`config.mk`:
```
export PLATFORM = sky130hd
export DESIGN_NAME = bus_xchg_n2w
export DESIGN_NICKNAME = d
export VERILOG_FILES = /design/src/rtl/xchg_pkg.sv /design/src/rtl/xchg_pipe.sv /design/src/rtl/xchg_ctl_reg.sv /design/src/rtl/xchg_return_mux.sv /design/src/rtl/bus_xchg_n2w.sv
export SDC_FILE = /design/constraint.sdc
export NUM_CORES = 1
export LEC_CHECK = 0
export ABC_CLOCK_PERIOD_IN_PS = 1000
export BUFFER_PORTS_ARGS = -buffer_cell sky130_fd_sc_hd__buf_2
export CORE_ASPECT_RATIO = 0.6
export CORE_MARGIN = 10
export CORE_UTILIZATION = 47
export DETAILED_ROUTE_END_ITERATION = 16
export PLACE_DENSITY = 0.88
export SETUP_SLACK_MARGIN = 0.15
export SLEW_MARGIN = 25
export SYNTH_ARGS = -nofsm -noshare
export SYNTH_HDL_FRONTEND = slang
export SYNTH_HIERARCHICAL = 1
export SYNTH_SLANG_ARGS = --single-unit
```
`constraint.sdc`:
```
create_clock -name clk -period 1 [get_ports clk]
set_input_delay 0.1 -clock clk [delete_from_list [all_inputs] [get_ports clk]]
set_output_delay 0.1 -clock clk [all_outputs]
set_load 0.1 [all_outputs]
```
`src/rtl/xchg_pkg.sv`:
```
package xchg_pkg;

  localparam int LO_PATH_STAGES = 2;
  localparam int HI_PATH_STAGES = 1;
  localparam int RET_STAGES     = 1;

  typedef struct packed {
    logic sel_lo;
    logic nar_off;
    logic wide_off;
  } xchg_ctl_t;

  localparam xchg_ctl_t CTL_RESET = '{sel_lo: 1'b0, nar_off: 1'b1, wide_off: 1'b1};

  function automatic logic strobe_hit(input logic strobe_n);
    return ~strobe_n;
  endfunction

endpackage

```
`src/rtl/xchg_pipe.sv`:
```
module xchg_pipe #(
  parameter int W      = 12,
  parameter int STAGES = 1
) (
  input  logic         clk,
  input  logic         rst,
  input  logic         load,
  input  logic [W-1:0] d,
  output logic [W-1:0] q
);
  localparam int LAST = STAGES - 1;

  logic [STAGES-1:0][W-1:0] chain_q;

  always_ff @(posedge clk) begin
    if (rst) begin
      chain_q <= '0;
    end else if (load) begin
      for (int i = LAST; i > 0; i--) begin
        chain_q[i] <= chain_q[i-1];
      end
      chain_q[0] <= d;
    end
  end

  assign q = chain_q[LAST];
endmodule

```
`src/rtl/xchg_ctl_reg.sv`:
```
module xchg_ctl_reg
  import xchg_pkg::*;
(
  input  logic      clk,
  input  logic      rst,
  input  logic      take_lo,
  input  logic      nar_drive_n,
  input  logic      wide_drive_n,
  output xchg_ctl_t ctl_q
);
  always_ff @(posedge clk) begin
    if (rst) begin
      ctl_q <= CTL_RESET;
    end else begin
      ctl_q.sel_lo   <= take_lo;
      ctl_q.nar_off  <= nar_drive_n;
      ctl_q.wide_off <= wide_drive_n;
    end
  end
endmodule

```
`src/rtl/xchg_return_mux.sv`:
```
module xchg_return_mux #(
  parameter int W = 12
) (
  input  logic         sel_lo,
  input  logic [W-1:0] lo_word,
  input  logic [W-1:0] hi_word,
  output logic [W-1:0] y
);
  function automatic logic [W-1:0] pick_half(input logic s,
                                             input logic [W-1:0] a,
                                             input logic [W-1:0] b);
    return s ? a : b;
  endfunction

  assign y = pick_half(sel_lo, lo_word, hi_word);
endmodule

```
`src/rtl/bus_xchg_n2w.sv`:
```
module bus_xchg_n2w
  import xchg_pkg::*;
#(
  parameter int WORD_W = 12
) (
  input  logic              clk,
  input  logic              rst,
  input  logic [WORD_W-1:0] nar_in,
  output logic [WORD_W-1:0] nar_out,
  output logic [WORD_W-1:0] nar_oe,
  input  logic [WORD_W-1:0] wlo_in,
  output logic [WORD_W-1:0] wlo_out,
  output logic [WORD_W-1:0] wlo_oe,
  input  logic [WORD_W-1:0] whi_in,
  output logic [WORD_W-1:0] whi_out,
  output logic [WORD_W-1:0] whi_oe,
  input  logic              cap_n2lo_n,
  input  logic              cap_n2hi_n,
  input  logic              cap_lo2n_n,
  input  logic              cap_hi2n_n,
  input  logic              take_lo,
  input  logic              nar_drive_n,
  input  logic              wide_drive_n
);
  // named load events, visible to the bound checker
  logic n2lo_fire, n2hi_fire, lo2n_fire, hi2n_fire;
  assign n2lo_fire = strobe_hit(cap_n2lo_n);
  assign n2hi_fire = strobe_hit(cap_n2hi_n);
  assign lo2n_fire = strobe_hit(cap_lo2n_n);
  assign hi2n_fire = strobe_hit(cap_hi2n_n);

  xchg_ctl_t ctl_q;
  logic [WORD_W-1:0] ret_lo_q, ret_hi_q;

  // narrow to low half: two stages
  xchg_pipe #(.W(WORD_W), .STAGES(LO_PATH_STAGES)) u_n2lo (
    .clk(clk), .rst(rst), .load(n2lo_fire), .d(nar_in), .q(wlo_out)
  );

  // narrow to high half: one stage
  xchg_pipe #(.W(WORD_W), .STAGES(HI_PATH_STAGES)) u_n2hi (
    .clk(clk), .rst(rst), .load(n2hi_fire), .d(nar_in), .q(whi_out)
  );

  // wide halves back toward narrow
  xchg_pipe #(.W(WORD_W), .STAGES(RET_STAGES)) u_lo2n (
    .clk(clk), .rst(rst), .load(lo2n_fire), .d(wlo_in), .q(ret_lo_q)
  );

  xchg_pipe #(.W(WORD_W), .STAGES(RET_STAGES)) u_hi2n (
    .clk(clk), .rst(rst), .load(hi2n_fire), .d(whi_in), .q(ret_hi_q)
  );

  xchg_ctl_reg u_ctl (
    .clk(clk), .rst(rst), .take_lo(take_lo),
    .nar_drive_n(nar_drive_n), .wide_drive_n(wide_drive_n), .ctl_q(ctl_q)
  );

  xchg_return_mux #(.W(WORD_W)) u_mux (
    .sel_lo(ctl_q.sel_lo), .lo_word(ret_lo_q), .hi_word(ret_hi_q), .y(nar_out)
  );

  assign nar_oe = {WORD_W{~ctl_q.nar_off}};
  assign wlo_oe = {WORD_W{~ctl_q.wide_off}};
  assign whi_oe = {WORD_W{~ctl_q.wide_off}};
endmodule

```
==> flow_metrics.py <==
metrics = {
    "clock_tree": {
        "clock_insertion_delay_worst_skew_ns": 0.35,
        "clock_tree.root_cell": "clkbuf_8",
        "clkSinkCount": 63,
        "clk_transition_reported_paths_ns": 0.08,
        "cts.path.max_buffers": 2,
        "cts-buffers-inserted": 9,
        "h-tree-depth": 3,
        "cts_tree": "done",
    },
    "yosys": {
        "syn_avg_cell_area_sq_um": 10.54,
        "synthAdderAreaFrac": 0,
        "synth-seq-cells": 63,
        "synth_top_area_frac": 0.4567,
        "seq_area_frac_synth": 0.4567,
        "number_of_synthesized_flops_with_an_enable_pin": 0,
        "yosysTopAreaCell": "dfxtp_1",
        "synth_compound_area_frac": 0,
        "yosys-top-cells-count": "63 x dfxtp_1, 60 x mux2i_1, 60 x nor2_1",
        "synth_top_cells_by_area": "dfxtp_1 46%, mux2i_1 22%, buf_4 13%, nor2_1 8.2%, mux2_4 5.4%",
        "synth_xor_xnor_area_share": 0,
        "post-synth-top-count-cell": "dfxtp_1",
        "synth_mux_area_frac": 0.2800,
        "synth_warnings": 6,
        "synthCells": 262,
        "post_synth_and_or_nand_nor_area_fraction": 0.08836,
        "synth_top_flop_cell": "dfxtp_1",
        "async_reset_ff_frac": 0,
        "synthesis.nets": 307,
        "yosysUniqueCellTypes": 12,
        "syn-cell-area_sq_um": 2761,
        "combinational_family_with_the_most_area_after_synthesis": "multiplexers",
    },
    "die": {
        "die_width_um": 119.0,
        "std_cell_rows": 21,
        "chipHeight_um": 79.38,
        "core_sq_um": 5623,
        "design.die.area_sq_um": 9442,
        "io_pins": 117,
        "start_util": 0.4911,
    },
    "timing": {
        "layout_min_cycle_time_ns": 1.469,
        "final.period_utilization": 1.469,
        "post-route-worst-setup-slack_ns": -0.4686,
        "fin_skew_ns": 0.006448,
        "slew_headroom": 0.7048,
        "tightestPinTransition_ns": 0.4427,
        "fin_tns_setup_ns": -18.48,
        "setup_viol": 49,
        "grt_setup_unrepaired": "yes",
        "finalHoldViolations": 0,
        "slew_viol_final": 0,
        "fmax_ghz": 0.6809,
        "final.hold.worst_slack_ns": 0.006434,
    },
    "pwr": {
        "total_switching_power_mw": 2.792,
        "share_seq_of_total_power": 0.349,
        "max-vdd-ir-drop_v": 0.001354,
        "totalPowerFinal_mw": 7.885,
        "power_density_nw_per_um2": 1583,
        "p_clk_frac": 0.309,
        "power_report.internal_total_mw": 5.093,
        "comb_power_share": 0.342,
        "cellLeakagePower_nw": 2.304,
        "sw_ratio": 0.3541,
    },
    "global_route": {
        "grt_use_total": 0.1958,
        "grt_antenna_before_repair": 0,
        "grt_pass1_vias": 2454,
        "grt_max_degree": 25,
        "grt_overflow": 0,
        "grt_first_pass_wirelength_um": 14210,
    },
    "critical_path": {
        "cp.arrival_ns": 1.37,
        "required_ns": 0.90,
        "critical-path-top-cell-by-count": "buf_12",
        "critical_path_class": "register to primary output",
        "timing.critical_path.buf_inv": 2,
        "slowest_stage": "dfxtp_2",
        "timing.critical_path.max_delay_family": "flip-flops",
        "critical-path-max-stage-delay_ns": 0.36,
        "crit_path_end_kind": "primary output",
        "chain_of_cells_forming_the_critical_path": "buf_12, mux2_4, buf_12",
        "worst_setup_path_start_kind": "register",
        "critPathMaxFanout": 10,
    },
    "place": {
        "portBuffers": 116,
        "detailed_place_hpwl_um": 6543,
        "dp_worst_setup_slack_ns": -0.08606,
        "placed_cells_incl_taps": 419,
        "detailed_place.area_sq_um": 4357,
        "gp_congestion": 0.8096,
    },
    "drt": {
        "detailed_route_vias_per_instance": 4.871,
        "via_count": 2260,
        "route.antenna.remaining_nets": 0,
        "route.detailed.drc": 0,
        "drtIter0Drc": 78,
        "drt_pre_antenna_iters": 6,
        "totalWireLength_um": 9730,
        "wl_per_cell_um": 20.97,
    },
    "layout": {
        "fill_cells": 247,
        "layoutNonFillerInstCount": 464,
        "syn_to_final_growth_pct": 80.34,
        "finish.net_count": 423,
        "layout.core_utilization": 0.8856,
        "fraction_of_final_layout_cells_sized_beyond_drive_strength_1": 0.5405,
        "finalInstanceArea_sq_um": 4980,
    },
    "min_path": {
        "timing.hold.worst.class": "input pin to register",
    },
    "run": {
        "max_cap_violations": 0,
    },
    "run_status": {
        "result_of_the_run": "finished, violations left",
        "failing_checks": "setup timing",
    },
}
==> worst min-delay path: cells and delay by family <==
kind / cells / cell delay, ns
simple gates: 1 / 0.09
mux: 1 / 0.06
buf+inv: 1 / 0.08
==> timing repair <==
| item | CTS | global route |
|---|---|---|
| hold buffers | 13 | 1 |
| endpoints found under the setup margin | 72 | 72 |
| cloned | 4 | 0 |
| endpoints found under the hold margin | 13 | 1 |
| pin swaps | 0 | 0 |
| buffers inserted | 6 | 4 |
| resized for setup | 25 | 6 |
==> cells in the final DEF, fill, tap and decap left out, drive strengths merged <==
master       netlist  layout
inv                6       5
buf               53     148
diode              0       1
clkinvlp           0       3
or2                2       2
nor2b              1       1
clkinv             0       3
nor2              60      60
mux2i             60      60
mux2              12      12
dfxtp             63      63
bufinv             0       2
dlygate4sd3        0      14
clkbuf             5      10
==> state kept, by name, summed over array words and instances (netlist names) <==
| name | flops |
|---|---|
| u_n2lo/chain_q | 12 |
| u_n2hi/q | 12 |
| u_hi2n/q | 12 |
| u_lo2n/q | 12 |
| u_ctl/ctl_q | 3 |
| u_n2lo/q | 12 |
==> routing by layer <==
layer / vias to the layer above / GRT usage / share of wire
li1: 1046 / - / -
met3: 25 / 0.06709 / 0.057
met2: 97 / 0.3717 / 0.54
met5: - / 0 / 0
met4: 0 / 0.09102 / 0.031
met1: 1092 / 0.1908 / 0.37
==> final timing paths <==
| kind | start | slack (ns) | cells after the start | end |
|---|---|---|---|---|
| hold reg to reg | u_n2lo/chain_q[7] | 0.51 | 2 | u_n2lo/q[7] |
| setup reg to reg | u_n2lo/q[5] | 0.11 | 3 | u_n2lo/q[5] |
| hold / removal | whi_in[11] | 0.006 | 3 | u_hi2n/q[11] |
| setup / recovery | u_ctl/ctl_q[2] | -0.47 | 3 | nar_out[4] |
==> logic make-up after synthesis <==
kind of cell,count (synthesis)
muxes,72
DFF,63
and+or+nand+nor,63
buffers and inverters,64
==> cell type report <==
class,instances,area (sq um),area share
Antenna cell,1,2.502,0.0005025
Clock buffer,9,123.9,0.02487
Clock inverter,7,96.34,0.01935
Inverter,6,30.03,0.006030
Multi-Input combinational cell,135,1037,0.2083
Sequential cell,63,1330,0.2671
Tap cell,80,100.1,0.02010
Timing Repair Buffer,163,2260,0.4538
==> power by group through the flow <==
stage	Sequential, mW	Clock [mW]	Combinational, mW
final	2.75	2.44	2.69
after global routing	2.77	2.60	2.76
after CTS	2.75	2.47	2.64
after detailed placement	2.80	0	2.50
after global placement	2.79	0	2.45
after floorplan	2.96	0	1.50
Note: power is estimated with default switching activity, not from simulation.
